File: src/rtl/tir_pkg.sv
package tir_pkg;
  localparam int unsigned TIR_NUM_CH    = 3;
  localparam int unsigned TIR_NUM_LINES = 32;
  localparam int unsigned TIR_LEG_LINE0 = 0;
  localparam int unsigned TIR_LEG_LINE1 = 8;

  typedef struct packed {
    logic en;
    logic level;
    logic msg;
  } ch_mode_t;
endpackage

File: src/rtl/tir_chan.sv
module tir_chan
  import tir_pkg::*;
(
  input  logic     clk,
  input  logic     rst_n,
  input  logic     glb_en,
  input  logic     fire_i,
  input  logic     clr_i,
  input  ch_mode_t mode_i,
  output logic     status_o,
  output logic     pulse_o
);
  logic status_q, status_d, sts_we;
  logic pulse_q, pulse_d;
  logic msg_q;
  logic active, msg_rise, deliver;

  always_comb begin
    active   = mode_i.en & glb_en;
    msg_rise = mode_i.msg & ~msg_q;
    deliver  = fire_i & active & ~mode_i.msg;
    sts_we   = ~active | msg_rise | deliver | clr_i;
    status_d = status_q;
    if (!active || msg_rise) begin
      status_d = 1'b0;
    end else if (deliver) begin
      status_d = mode_i.level;
    end else if (clr_i) begin
      status_d = 1'b0;
    end
    pulse_d = deliver & ~mode_i.level;
  end

  always_ff @(posedge clk or negedge rst_n) begin
    if (!rst_n) begin
      status_q <= 1'b0;
      pulse_q  <= 1'b0;
      msg_q    <= 1'b0;
    end else begin
      if (sts_we) status_q <= status_d;
      pulse_q <= pulse_d;
      msg_q   <= mode_i.msg;
    end
  end

  assign status_o = status_q;
  assign pulse_o  = pulse_q;


  off_clears_chk: assert property (@(posedge clk) disable iff (!rst_n)
    !(mode_i.en && glb_en) |=> !status_q);


  edge_no_status_chk: assert property (@(posedge clk) disable iff (!rst_n)
    (fire_i && !mode_i.level && !mode_i.msg) |=> !status_q);


  msg_on_clears_chk: assert property (@(posedge clk) disable iff (!rst_n)
    $rose(mode_i.msg) |=> (!status_q && !pulse_q));
endmodule

File: src/rtl/tir_legacy.sv
module tir_legacy (
  input  logic clk,
  input  logic rst_n,
  input  logic legacy_en,
  input  logic pit_in,
  input  logic rtc_in,
  output logic pit_fwd_o,
  output logic rtc_rec_o
);
  logic pit_seen_q;
  logic pit_fwd_q, pit_fwd_d;
  logic rtc_rec_q;

  always_comb begin
    if (legacy_en) begin
      pit_fwd_d = 1'b0;
    end else if (pit_in != pit_seen_q) begin
      pit_fwd_d = pit_in;
    end else begin
      pit_fwd_d = pit_fwd_q;
    end
  end

  always_ff @(posedge clk or negedge rst_n) begin
    if (!rst_n) begin
      pit_seen_q <= 1'b0;
      pit_fwd_q  <= 1'b0;
      rtc_rec_q  <= 1'b0;
    end else begin
      pit_seen_q <= pit_in;
      pit_fwd_q  <= pit_fwd_d;
      rtc_rec_q  <= rtc_in;
    end
  end

  assign pit_fwd_o = pit_fwd_q;
  assign rtc_rec_o = rtc_rec_q;


  pit_blocked_chk: assert property (@(posedge clk) disable iff (!rst_n)
    legacy_en |=> !pit_fwd_q);


  rtc_recorded_chk: assert property (@(posedge clk) disable iff (!rst_n)
    legacy_en |=> (rtc_rec_q == $past(rtc_in)));
endmodule

File: src/rtl/tir_merge.sv
module tir_merge #(
  parameter int unsigned NUM_CH    = 3,
  parameter int unsigned NUM_LINES = 32,
  parameter int unsigned LEG_LINE0 = 0,
  parameter int unsigned LEG_LINE1 = 8,
  localparam int unsigned ROUTE_W  = $clog2(NUM_LINES)
) (
  input  logic                        clk,
  input  logic                        rst_n,
  input  logic                        legacy_en,
  input  logic [NUM_CH-1:0]           src_act_i,
  input  logic [NUM_CH*ROUTE_W-1:0]   route_i,
  input  logic                        pit_fwd_i,
  input  logic                        rtc_rec_i,
  output logic [NUM_LINES-1:0]        irq_o
);
  localparam logic [NUM_LINES-1:0] ONE = {{(NUM_LINES-1){1'b0}}, 1'b1};

  logic [NUM_CH-1:0][NUM_LINES-1:0] hit;
  logic [NUM_LINES-1:0] irq_d, irq_q;

  for (genvar c = 0; c < NUM_CH; c++) begin : g_ch
    logic [ROUTE_W-1:0] tgt;
    if (c == 0) begin : g_leg0
      assign tgt = legacy_en ? ROUTE_W'(LEG_LINE0) : route_i[c*ROUTE_W +: ROUTE_W];
    end else if (c == 1) begin : g_leg1
      assign tgt = legacy_en ? ROUTE_W'(LEG_LINE1) : route_i[c*ROUTE_W +: ROUTE_W];
    end else begin : g_plain
      assign tgt = route_i[c*ROUTE_W +: ROUTE_W];
    end
    assign hit[c] = src_act_i[c] ? (ONE << tgt) : '0;
  end

  always_comb begin
    irq_d = '0;
    for (int c = 0; c < NUM_CH; c++) begin
      irq_d = irq_d | hit[c];
    end
    if (!legacy_en) begin
      irq_d[LEG_LINE0] = irq_d[LEG_LINE0] | pit_fwd_i;
      irq_d[LEG_LINE1] = irq_d[LEG_LINE1] | rtc_rec_i;
    end
  end

  always_ff @(posedge clk or negedge rst_n) begin
    if (!rst_n) begin
      irq_q <= '0;
    end else begin
      irq_q <= irq_d;
    end
  end

  assign irq_o = irq_q;


  rtc_masked_chk: assert property (@(posedge clk) disable iff (!rst_n)
    (legacy_en && src_act_i == '0) |=> !irq_q[LEG_LINE1]);


  pit_masked_chk: assert property (@(posedge clk) disable iff (!rst_n)
    (legacy_en && src_act_i == '0) |=> !irq_q[LEG_LINE0]);
endmodule

File: src/rtl/tmr_irq_router.sv
module tmr_irq_router
  import tir_pkg::*;
#(
  parameter int unsigned NUM_CH    = TIR_NUM_CH,
  parameter int unsigned NUM_LINES = TIR_NUM_LINES,
  parameter int unsigned LEG_LINE0 = TIR_LEG_LINE0,
  parameter int unsigned LEG_LINE1 = TIR_LEG_LINE1,
  localparam int unsigned ROUTE_W  = $clog2(NUM_LINES)
) (
  input  logic                      clk,
  input  logic                      rst_n,
  input  logic                      glb_en,
  input  logic                      legacy_en,
  input  logic [NUM_CH-1:0]         tmr_fire,
  input  logic [NUM_CH-1:0]         tmr_en,
  input  logic [NUM_CH-1:0]         tmr_level,
  input  logic [NUM_CH-1:0]         tmr_msg,
  input  logic [NUM_CH*ROUTE_W-1:0] tmr_route,
  input  logic [NUM_CH-1:0]         sts_clr,
  input  logic                      pit_in,
  input  logic                      rtc_in,
  output logic [NUM_LINES-1:0]      irq_out,
  output logic [NUM_CH-1:0]         sts_out
);
  logic rst_meta_q, rst_sync_q;
  logic [NUM_CH-1:0] status, pulse, src_act;
  logic pit_fwd, rtc_rec;

  always_ff @(posedge clk or negedge rst_n) begin
    if (!rst_n) begin
      rst_meta_q <= 1'b0;
      rst_sync_q <= 1'b0;
    end else begin
      rst_meta_q <= 1'b1;
      rst_sync_q <= rst_meta_q;
    end
  end

  for (genvar c = 0; c < NUM_CH; c++) begin : g_chan
    ch_mode_t mode;
    assign mode = '{en: tmr_en[c], level: tmr_level[c], msg: tmr_msg[c]};
    tir_chan i_chan (
      .clk      (clk),
      .rst_n    (rst_sync_q),
      .glb_en   (glb_en),
      .fire_i   (tmr_fire[c]),
      .clr_i    (sts_clr[c]),
      .mode_i   (mode),
      .status_o (status[c]),
      .pulse_o  (pulse[c])
    );
  end

  assign src_act = (status | pulse) & ~tmr_msg;

  tir_legacy i_legacy (
    .clk       (clk),
    .rst_n     (rst_sync_q),
    .legacy_en (legacy_en),
    .pit_in    (pit_in),
    .rtc_in    (rtc_in),
    .pit_fwd_o (pit_fwd),
    .rtc_rec_o (rtc_rec)
  );

  tir_merge #(
    .NUM_CH    (NUM_CH),
    .NUM_LINES (NUM_LINES),
    .LEG_LINE0 (LEG_LINE0),
    .LEG_LINE1 (LEG_LINE1)
  ) i_merge (
    .clk       (clk),
    .rst_n     (rst_sync_q),
    .legacy_en (legacy_en),
    .src_act_i (src_act),
    .route_i   (tmr_route),
    .pit_fwd_i (pit_fwd),
    .rtc_rec_i (rtc_rec),
    .irq_o     (irq_out)
  );

  assign sts_out = status;


  msg_no_line_chk: assert property (@(posedge clk) disable iff (!rst_sync_q)
    (tmr_msg == '1 && !pit_fwd && !rtc_rec) |=> (irq_out == '0));
endmodule

File: config.mk
export PLATFORM = sky130hd
export DESIGN_NAME = tmr_irq_router
export DESIGN_NICKNAME = d
export VERILOG_FILES = /design/src/rtl/tir_pkg.sv /design/src/rtl/tir_chan.sv /design/src/rtl/tir_legacy.sv /design/src/rtl/tir_merge.sv /design/src/rtl/tmr_irq_router.sv
export SDC_FILE = /design/constraint.sdc
export NUM_CORES = 1
export LEC_CHECK = 0
export ABC_AREA = 1
export CORE_UTILIZATION = 45
export CTS_CLUSTER_SIZE = 30
export DETAILED_ROUTE_END_ITERATION = 8
export DONT_BUFFER_PORTS = 1
export GPL_TIMING_DRIVEN = 0
export PLACE_DENSITY_LB_ADDON = 0.2
export REMOVE_ABC_BUFFERS = 1
export SLEW_MARGIN = 20
export SYNTH_ARGS = -nofsm -noshare
export SYNTH_HDL_FRONTEND = slang
export SYNTH_HIERARCHICAL = 1
export SYNTH_SLANG_ARGS = --single-unit
File: constraint.sdc
create_clock -name clk -period 2.5 [get_ports clk]
set_input_delay 0.25 -clock clk [delete_from_list [all_inputs] [get_ports clk]]
set_output_delay 0.25 -clock clk [all_outputs]
set_load 0.01 [all_outputs]
==> run summary <==
STA
-----------------------------------------------------------------------------------------------
Tightest slew margin relative to the limit                                                20.2%
Clock period minus worst slack                                                          2.01 ns
Final Worst Setup Slack                                                                0.491 ns
Total negative slack for setup checks                                                      0 ns
Final Hold Fails                                                                              0
Clk_skew                                                                             0.00636 ns
Fin crit share                                                                            80.4%
RSZ-0062 raised after global routing                                                      false
Maximum frequency from static timing analysis                                         0.498 GHz
Setup-violating endpoint count in the final report                                            0
Count of pins over their slew limit                                                           0
Measured slew at the worst slew-check pin                                               1.19 ns

SYNTHESIS
-----------------------------------------------------------------------------------------------
Post-synth top area share                                                                 46.1%
Gate Count Post-Synth                                                                       318
Yosys warning count                                                                           6
Synth Register Bits                                                                          46
Combined area of all synthesized cells                                                2500 um^2
Average cell area after synthesis                                                     7.85 um^2
Largest area contributor in the synthesized netlist                                     dfrtp_1
Sequential area share after synthesis                                                     46.1%
Yosys cell types                                                                             21
Synth top area cells                                                               dfrtp_1, nand3_1, nor2_1

ROUTE
-----------------------------------------------------------------------------------------------
Number of nets with antenna violations after detailed routing                                 0
Count of vias placed by the detailed router                                               2,272
Per-cell via count in the routed design                                                    5.84
1st-pass router iterations                                                                    5
Number of DRC violations after detailed-routing iteration 0                                 290
Average detailed-routed wire length per instance                                        16.1 um
DR DRC count                                                                                  0
Total wire length after detailed routing                                                6270 um

FINISH
-----------------------------------------------------------------------------------------------
Number of nets in the layout                                                                354
Post-route design area                                                                2680 um^2
Relative area change from synthesis to final layout                                       7.42%
Share of final-layout standard cells stronger than drive strength 1                       11.3%
Ant diodes                                                                                    0

DIE
-----------------------------------------------------------------------------------------------
Starting Density                                                                          47.7%
Die area                                                                              5850 um^2
Row cnt                                                                                      26
Number of top-level design ports                                                             71
Die boundary height                                                                     76.5 um
Core footprint                                                                        5240 um^2
Die width                                                                               76.5 um

CLOCKING
-----------------------------------------------------------------------------------------------
Buffer depth of the longest clock path                                                        2
Clock input transition at the sequential cells of the worst setup and hold paths        0.08 ns
TritonCTS clock tree                                                                        yes
H-tree depth reported by CTS                                                                  2
Post-cts sizing count                                                                         0
CTS sink cnt                                                                                 46
Buffer cell driving the clock tree root                                                clkbuf_8
Number of buffers added by the clock tree synthesis step                                      5
Latest clock arrival within the worst-skew pair                                         0.29 ns

POWER
-----------------------------------------------------------------------------------------------
Total power per unit cell area                                                      502 nW/um^2
Leakage power summed over all cells                                                  0.00130 uW
Maximum resistive drop on vdd                                                          0.344 mV

CRITICAL PATH
-----------------------------------------------------------------------------------------------
Largest driver fanout on the critical path                                                   15
Start point of the critical path                                                   g_chan[2].i_chan/status_o
Required time worst endpoint                                                            2.73 ns
Critical path data arrival time                                                         2.24 ns
Type of the worst setup path                                                       flip-flop to flip-flop
Reg2reg start                                                                      g_chan[2].i_chan/status_o
Worst-case reg-to-reg path depth                                                              8
Reg-to-Reg End                                                                     i_merge/irq_o[8]
Nature of the critical path endpoint                                                  flip-flop
Worst setup path endpoint                                                          i_merge/irq_o[8]
Launching element type of the critical path                                           flip-flop
Flop-to-flop setup slack                                                                0.49 ns

GRT
-----------------------------------------------------------------------------------------------
Global-route wire length before repair                                                10,500 um
Pin count of the biggest net entering global routing                                         26
Global route total overflow                                                                   0
Antenna violations before repair                                                              0
Aggregate global-route resource usage                                                     22.5%
Vias in the first global route                                                            2,242

PLACED DESIGN
-----------------------------------------------------------------------------------------------
Area after detailed placement                                                         2530 um^2
Worst slack at placement                                                               0.439 ns
Count of buffers from port buffering                                                          0
Last weighted congestion value of the routability-driven placer                           0.916
Half-perimeter wire length after detailed placement                                     4250 um

MIN PATH
-----------------------------------------------------------------------------------------------
Worst Min Path Start                                                                tmr_fire[2]
Min-Delay Path Class                                                               input pin to flip-flop

JOB
-----------------------------------------------------------------------------------------------
Number of maximum-capacitance violations                                                      0

STATUS
-----------------------------------------------------------------------------------------------
Run status                                                                         complete, no violations

[layout make-up]
class | instances | area, um^2
Multi-Input combinational cell | 222 | 1130
Tap cell | 70 | 87.6
Timing Repair Buffer | 7 | 87.6
Fill cell | 504 | 2560
Sequential cell | 46 | 1150
Clock inverter | 1 | 5.00
Inverter | 36 | 135
Clock buffer | 7 | 86.3
[synthesized netlist by cell type, drive strengths merged]
master	instances
dfrtp	46
conb	1
nand3	95
nand3b	2
clkbuf	3
a21oi	6
o21ai	2
o21bai	1
inv	36
buf	11
nor2	49
nand4	22
nand2	44
[power breakdown]
part / internal [uW] / switching (uW) / total (uW)
Sequential: 755 / 13.2 / 769
Clock: 223 / 231 / 454
Combinational: 35.4 / 86.7 / 122
Total: 1010 / 331 / 1350
[layout by cell type (no fill, tap or decap), drive strengths merged]
cell	count
clkinv	1
nand3b	2
dfrtp	46
nor2	49
nand2	44
conb	1
buf	1
nand3	95
o21bai	1
nand4	22
dlygate4sd3	6
o21ai	2
clkbuf	7
inv	36
a21oi	6
[metal layers]
layer | vias to the layer above | global-route usage (%) | wire [um] | part of all wire, %
met1 | 1078 | 29.0 | 2590 | 41
met2 | 130 | 35.9 | 2950 | 47
met5 | - | 0 | 0 | 0
met4 | 0 | 9.04 | 65 | 1.0
li1 | 1056 | - | - | -
met3 | 8 | 6.11 | 661 | 11
[worst min-delay path by stage]
stage                                    end  depth (start not counted)  slack (ns)
floorplan                         rst_meta_q                          0       -0.05
global placement                  rst_sync_q                          0       -0.05
detailed placement                rst_meta_q                          0       -0.05
CTS                 g_chan[2].i_chan/pulse_o                          2        0.07
global route        g_chan[0].i_chan/pulse_o                          2        0.07
finish              g_chan[2].i_chan/pulse_o                          2        0.08
[stage by stage]
stage | total power (uW) | utilization [%] | instances | hold slack, ns
3_3_place_gp | 888 | 47.7 | 374 | -0.0456
4_1_cts | 1360 | 51.1 | 389 | 0.0712
6_report | 1350 | 51.2 | 389 | 0.0763
5_1_grt | 1410 | 51.2 | 389 | 0.0724
3_5_place_dp | 896 | 48.3 | 375 | -0.0455
2_1_floorplan | 864 | - | 304 | -0.0456
[worst max-delay path: stages (launching register included)]
cell and delay (ns):
dfrtp_1 0.42, nor2_1 0.08, nor2_1 0.13, inv_1 0.05, nor2_1 0.87, inv_1 0.14, nor2_1 0.15, nor2_1 0.05
nand3_1 0.06
[cell families after synthesis]
group                  synth area share (%)
buffers and inverters                  8.82
AOI/OAI and AO/OA                      3.56
and+or+nand+nor                        41.4
other                                 0.150
DFF                                    46.1
[sequential cells by signal, summed over array words and instances, names as in the netlist]
register,count
rst_meta_q,1
i_legacy/pit_fwd_o,1
g_chan.i_chan/msg_q,3
i_legacy/rtc_rec_o,1
g_chan.i_chan/pulse_o,3
g_chan.i_chan/status_o,3
i_merge/irq_o,32
i_legacy/pit_seen_q,1
rst_sync_q,1
[timing repair]
action                    CTS  global route
hold buffers                6             0
buffers inserted            0             0
hold endpoints to repair    7             0
(Power assumes the default switching activity.)
